[src/rtl/cat_pkg.sv]
package cat_pkg;
  parameter int unsigned CAT_WARPS = 48;
  parameter int unsigned CAT_SEQ_W = 16;
endpackage

[src/rtl/cat_popcount.sv]
module cat_popcount #(
  parameter int unsigned N     = 48,
  parameter int unsigned CNT_W = $clog2(N + 1)
) (
  input  logic [N-1:0]     bits_i,
  output logic [CNT_W-1:0] count_o
);
  always_comb begin
    count_o = '0;
    for (int i = 0; i < N; i++) count_o = count_o + CNT_W'(bits_i[i]);
  end
endmodule

[src/rtl/cat_oldest_pick.sv]
module cat_oldest_pick #(
  parameter int unsigned N     = 48,
  parameter int unsigned SEQ_W = 16,
  parameter int unsigned IDX_W = $clog2(N)
) (
  input  logic [N-1:0]            cand_i,
  input  logic [N-1:0][SEQ_W-1:0] seq_i,
  output logic                    found_o,
  output logic [IDX_W-1:0]        idx_o
);
  logic [SEQ_W-1:0] best;
  always_comb begin
    found_o = 1'b0;
    idx_o   = '0;
    best    = '0;
    for (int i = 0; i < N; i++) begin
      if (cand_i[i] && (!found_o || seq_i[i] < best)) begin
        found_o = 1'b1;
        best    = seq_i[i];
        idx_o   = IDX_W'(i);
      end
    end
  end
endmodule

[src/rtl/cat_token_mgr.sv]
module cat_token_mgr
  import cat_pkg::*;
#(
  parameter int unsigned N     = CAT_WARPS,
  parameter int unsigned SEQ_W = CAT_SEQ_W,
  localparam int unsigned IDX_W = $clog2(N),
  localparam int unsigned CNT_W = $clog2(N + 1)
) (
  input  logic             clk_i,
  input  logic             rst_ni,
  input  logic             cfg_load_i,
  input  logic [CNT_W-1:0] cfg_active_i,
  input  logic [CNT_W-1:0] cfg_tokens_i,
  input  logic             launch_valid_i,
  input  logic [IDX_W-1:0] launch_warp_i,
  input  logic             term_valid_i,
  input  logic [IDX_W-1:0] term_warp_i,
  input  logic             req_valid_i,
  input  logic [IDX_W-1:0] req_warp_i,
  output logic [N-1:0]     runnable_o,
  output logic [N-1:0]     token_o,
  output logic             req_valid_o,
  output logic             req_token_o
);
  logic [N-1:0]            alive_q, token_q, alive_d, token_d, act_mask, term_oh, cand;
  logic [N-1:0][SEQ_W-1:0] seq_q;
  logic [SEQ_W-1:0]        seq_ctr_q;
  logic [CNT_W-1:0]        active_q, limit_q, held, free_cnt, pool, act_clamp, lim_clamp;
  logic                    pick_found, term_tok, regrant, launch_tok;
  logic [IDX_W-1:0]        pick_idx;

  for (genvar g = 0; g < N; g++) begin : g_act
    assign act_mask[g] = CNT_W'(g) < active_q;
  end

  assign term_oh = term_valid_i ? ({{(N-1){1'b0}}, 1'b1} << term_warp_i) : '0;
  assign cand    = alive_q & act_mask & ~token_q & ~term_oh;

  cat_popcount #(.N(N), .CNT_W(CNT_W)) u_held (.bits_i(token_q), .count_o(held));

  cat_oldest_pick #(.N(N), .SEQ_W(SEQ_W), .IDX_W(IDX_W)) u_pick (
    .cand_i(cand), .seq_i(seq_q), .found_o(pick_found), .idx_o(pick_idx)
  );

  assign act_clamp  = (cfg_active_i > CNT_W'(N)) ? CNT_W'(N) : cfg_active_i;
  assign lim_clamp  = (cfg_tokens_i > act_clamp) ? act_clamp : cfg_tokens_i;
  assign term_tok   = term_valid_i && token_q[term_warp_i];
  assign regrant    = term_tok && pick_found;
  assign free_cnt   = limit_q - held;
  assign pool       = free_cnt + CNT_W'(term_tok && !pick_found);
  assign launch_tok = launch_valid_i && act_mask[launch_warp_i] && (pool != '0);

  // order: release, regrant to oldest waiter, then launch from pool
  always_comb begin
    alive_d = alive_q;
    token_d = token_q;
    if (term_valid_i) begin
      alive_d[term_warp_i] = 1'b0;
      token_d[term_warp_i] = 1'b0;
    end
    if (regrant) token_d[pick_idx] = 1'b1;
    if (launch_valid_i) begin
      alive_d[launch_warp_i] = 1'b1;
      token_d[launch_warp_i] = launch_tok;
    end
  end

  always_ff @(posedge clk_i or negedge rst_ni) begin
    if (!rst_ni) begin
      alive_q   <= '0;
      token_q   <= '0;
      seq_q     <= '0;
      seq_ctr_q <= '0;
      active_q  <= '0;
      limit_q   <= '0;
    end else if (cfg_load_i) begin
      alive_q   <= '0;
      token_q   <= '0;
      seq_ctr_q <= '0;
      active_q  <= act_clamp;
      limit_q   <= lim_clamp;
    end else begin
      alive_q <= alive_d;
      token_q <= token_d;
      if (launch_valid_i) begin
        seq_q[launch_warp_i] <= seq_ctr_q;
        seq_ctr_q            <= seq_ctr_q + 1'b1;
      end
    end
  end

  assign runnable_o  = alive_q & act_mask;
  assign token_o     = token_q;
  assign req_valid_o = req_valid_i;
  assign req_token_o = token_q[req_warp_i];

  AST_TOKEN_LIMIT: assert property (@(posedge clk_i) disable iff (!rst_ni)
    $countones(token_q) <= limit_q) else $error("token limit");

  AST_TOKEN_THROTTLED: assert property (@(posedge clk_i) disable iff (!rst_ni)
    (token_o & ~runnable_o) == '0) else $error("token on throttled");

  AST_TERM_RELEASE: assert property (@(posedge clk_i) disable iff (!rst_ni)
    term_valid_i && !cfg_load_i && !(launch_valid_i && launch_warp_i == term_warp_i)
    |=> !token_o[$past(term_warp_i)] && !runnable_o[$past(term_warp_i)]) else $error("release");

  AST_REGRANT_KEEP: assert property (@(posedge clk_i) disable iff (!rst_ni)
    term_tok && pick_found && !launch_valid_i && !cfg_load_i
    |=> $countones(token_q) == $past($countones(token_q))) else $error("regrant");
endmodule

[config.mk]
export PLATFORM = sky130hd
export DESIGN_NAME = cat_token_mgr
export DESIGN_NICKNAME = d
export VERILOG_FILES = /design/src/rtl/cat_pkg.sv /design/src/rtl/cat_popcount.sv /design/src/rtl/cat_oldest_pick.sv /design/src/rtl/cat_token_mgr.sv
export SDC_FILE = /design/constraint.sdc
export NUM_CORES = 2
export LEC_CHECK = 0
export ABC_AREA = 0
export BUFFER_PORTS_ARGS = -buffer_cell sky130_fd_sc_hd__buf_2
export CAP_MARGIN = 20
export CORE_MARGIN = 3
export CORE_UTILIZATION = 60
export CTS_CLUSTER_DIAMETER = 150
export DETAILED_ROUTE_END_ITERATION = 12
export HOLD_SLACK_MARGIN = 0.02
export MAX_ROUTING_LAYER = met4
export PLACE_DENSITY_LB_ADDON = 0.12
export SLEW_MARGIN = 20
export SYNTH_ARGS = -nofsm -noshare
export SYNTH_HDL_FRONTEND = slang
export SYNTH_SLANG_ARGS = --single-unit
[constraint.sdc]
create_clock -name clk_i -period 131.1 [get_ports clk_i]
set_input_delay 6.555 -clock clk_i [delete_from_list [all_inputs] [get_ports clk_i]]
set_output_delay 6.555 -clock clk_i [all_outputs]
set_load 0.005 [all_outputs]
==> impl_results.md <==
* Port Buffers at 131
* Delay-heaviest family, CP: compound AO/OA/AOI/OAI gates
* Critical Path Start Type: primary input
* Initial antenna violation count at 28
* Register area share after synthesis at 0.316
* Clock Pin Slew Worst Setup and Hold Paths at 0.06 ns
* Core area at 117000 µm²
* Pwr per Cell Area at 9.26 nW/µm²
* Origin of the worst setup path: term_warp_i[0]
* Kind of critical path: in -> reg
* Worst-margin pin slew at 1.62 ns
* Max Cap Viol at 1
* 1st-iter DRT viols at 5244
* Clk sinks at 892
* GRT Overall Usage at 0.373
* Gr ovfl total at 0
* Max Freq at 8.20 MHz
* Fin. max-slew vios at 5
* Post-Synthesis Cells at 7688
* Post-Syn Area per Cell at 9.19 µm²
* Slew HR at -0.0890
* CTS Buffer Depth at 3
* Initial DRT Pass Iterations at 6
* Worst Path Buf+Inv at 55
* DRC Markers at 0
* Combinational Power Share at 0.161
* Seq pwr share at 0.399
* Clk network pwr share at 0.439
* Commonest cells after routing, fill and taps aside: dfrtp_1, mux2_2, nand2_1, ha_1, inv_1
* Row Count at 125
* Req. time, crit path at 131.66 ns
* Period utilisation layout at 0.930
* Final core area utilization at 0.664
* Number of synthesized register bits at 892
* Via count at 60700
* Post-synthesis mux area share at 0.157
* Share of cells above drive strength 1 at 0.221
* Placer congestion estimate at 1.03
* Hold crit path type: reg -> reg
* Post-synthesis compound-gate area fraction at 0.176
* Max H-tree Level at 3
* Root Driver: clkbuf_16
* HP Start: seq_q[13]
* Largest net degree at the start of global routing at 94
* # fillers at 9597
* Number of enable flip-flop cells after synthesis at 0
* First-pass GRT wire length at 344 mm
* Starting Density at 0.606
* Clk Latency, worst-skew pair at 0.74 ns
* Num ports at 134
* Crit-path slowest cell: a21oi_1
* Reg2Reg Launch Point: active_q[2]
* Synthesized Nets at 8442
* Combinational family with the most area after synthesis: compound AO/OA/AOI/OAI gates
* Final TNS setup at 0 ns
* CP Max Fanout at 32
* Crit path time final at 121.91 ns
* Post-Route WL at 226 mm
* Xor and xnor area share after synthesis at 0.00496
* Outcome: finished with violations
* Most common cell after layout, fill and taps aside: dfrtp_1
* Wire per inst at 24.0 µm
* Async SR Flop Fraction at 1.00
* Syn-to-layout area delta at 9.59%
* Failing checks: max-capacitance violations, max-slew violations
* Worst hold margin at 0.507 ns
* Fin cells at 9426
* Fraction of the mapped netlist area in simple logic gates at 0.152
* Max stage delay on crit path at 0.85 ns
* Via density at 6.44
* # nets final at 8545
* Num CTS Buffers at 103
* Design Area, Final at 77400 µm²
* Synth unique cells at 183
* Post-Syn Area at 70600 µm²
* Setup-failing EPs final at 0
* Die X at 349 µm
* Synth warnings at 0
* Most frequent CP cell: a21oi_1
* Most Crowded Layer GR: met2
* Routing usage on met1 at 0.493
* Synth Area in Adders at 0.135
* Routed Antenna Nets at 0
* Post-Route Skew at 0.0351 ns
* Critical Path AT at 122.47 ns
* Final HPWL DP at 163 mm
* Worst setup EP type: flip-flop
* Grt met3 use at 0.0812
* Sw Pwr at 210 µW
* Post-Place Cells at 9142
* Leak pwr at 38.4 nW
* Top FF cell, synth: dfrtp_1
* CTS tree: yes
* M2 GR Usage at 0.559
* Worst vdd ir at 0.0113 mV
* Die Area at 122000 µm²
* Dpl cell area at 72500 µm²
* Switching fraction of total power at 0.293
* Final Hold Viols at 0
* DIE HEIGHT at 349 µm
* Internal at 506 µW
* Vias in the first global route at 58400
-- layout make-up --
cell class | count | area, µm² | share of cell area
antenna | 20 | 50.0 | 0.000647
clock buffer | 147 | 3060 | 0.0396
clock inverter | 49 | 636 | 0.00821
inverter | 624 | 2340 | 0.0303
multi-input combinational | 5854 | 44900 | 0.580
sequential | 892 | 22300 | 0.289
tap | 1524 | 1910 | 0.0246
timing repair buffer | 316 | 2190 | 0.0283
-- worst reg2reg max path: cells and delay by family (launching register included) --
kind                       cells  cell delay (ns)
adders and majority gates     47            13.16
muxes                         15             4.56
and+or+nand+nor              204            28.62
buffers and inverters         54             7.34
AOI/OAI and AO/OA            313            62.10
DFF                            1             0.61
-- stage by stage --
step | worst slack, ns | power [mW]
after floorplan | 10.80 | 0.368
after global placement | 1.64 | 0.401
after detailed placement | -1.42 | 0.402
after CTS | 0.0860 | 0.717
after global routing | -0.327 | 0.744
final | 9.19 | 0.717
-- per-layer routing --
metal | wire length [µm] | vias up
li1 | - | 27900
met1 | 95500 | 29800
met2 | 99100 | 2484
met3 | 21500 | 530
met4 | 10300 | 0
met5 | 0 | -
-- flip-flops by register name, summed over array words and instances (netlist names) --
register   cells
seq_ctr_q     16
alive_q       48
token_o       48
seq_q        768
limit_q        6
active_q       6
-- power by group through the flow --
stage | combinational (mW) | clock, mW | sequential (mW)
final | 0.116 | 0.315 | 0.286
after global routing | 0.128 | 0.329 | 0.287
after CTS | 0.112 | 0.319 | 0.286
after detailed placement | 0.111 | 0 | 0.291
after global placement | 0.110 | 0 | 0.291
after floorplan | 0.0793 | 0 | 0.288
-- worst paths after layout --
kind,depth (start not counted),slack [ns],to
worst max-delay path,634,9.19,token_o[34]
worst min-delay path,1,0.51,seq_q[13]
worst max register to register,633,14.52,token_o[34]
worst min register to register,1,0.51,seq_q[13]
max in group asynchronous,5,121.25,seq_q[401]
min in group asynchronous,1,5.82,seq_q[78]
-- synthesized netlist by cell type (20+ instances only) --
cell type,count,area (µm²)
dfrtp_1,892,22300
mux2_2,808,9100
nand2_1,792,2970
ha_1,674,8430
inv_1,624,2340
o21ai_0,581,2910
nor2_1,536,2010
a21oi_1,502,2510
clkbuf_1,234,878
a21o_1,149,1120
nand4_1,143,895
mux2i_1,134,1340
nand3_1,114,571
nor2b_1,93,582
nand2b_1,87,544
nor3_1,86,430
a211oi_1,58,435
a31oi_1,46,288
and3_1,45,282
fa_1,44,881
o211ai_1,42,315
or2_2,37,231
buf_6,35,394
o21ai_1,30,150
or3_1,28,175
o21a_1,27,203
o21bai_1,27,203
o31ai_1,27,203
and2_1,24,150
buf_4,24,180
and3_2,21,158
o22ai_1,21,131
xnor2_1,21,184
a32oi_1,20,175
and4_1,20,175
-- cell families (layout without fill, tap and decap cells) --
family          count (synthesis)  after routing
fa+ha+maj                     737            737
xor+xnor                       40             40
simple gates                 2208           2217
compound gates               1872           1881
mux                           979            979
buf+inv                       960           1136
flops                         892            892
other cells                     0             20
-- what timing repair did --
action / 4_1_cts / 5_1_grt
pin swaps: 2 / 28
hold buffers: 0 / 0
endpoints found under the hold margin: 0 / 0
endpoints found under the setup margin: 48 / 48
resized for setup: 4 / 117
cloned: 2 / 16
setup buffers: 0 / 50
No activity file was read; power rests on OpenSTA's default activity.
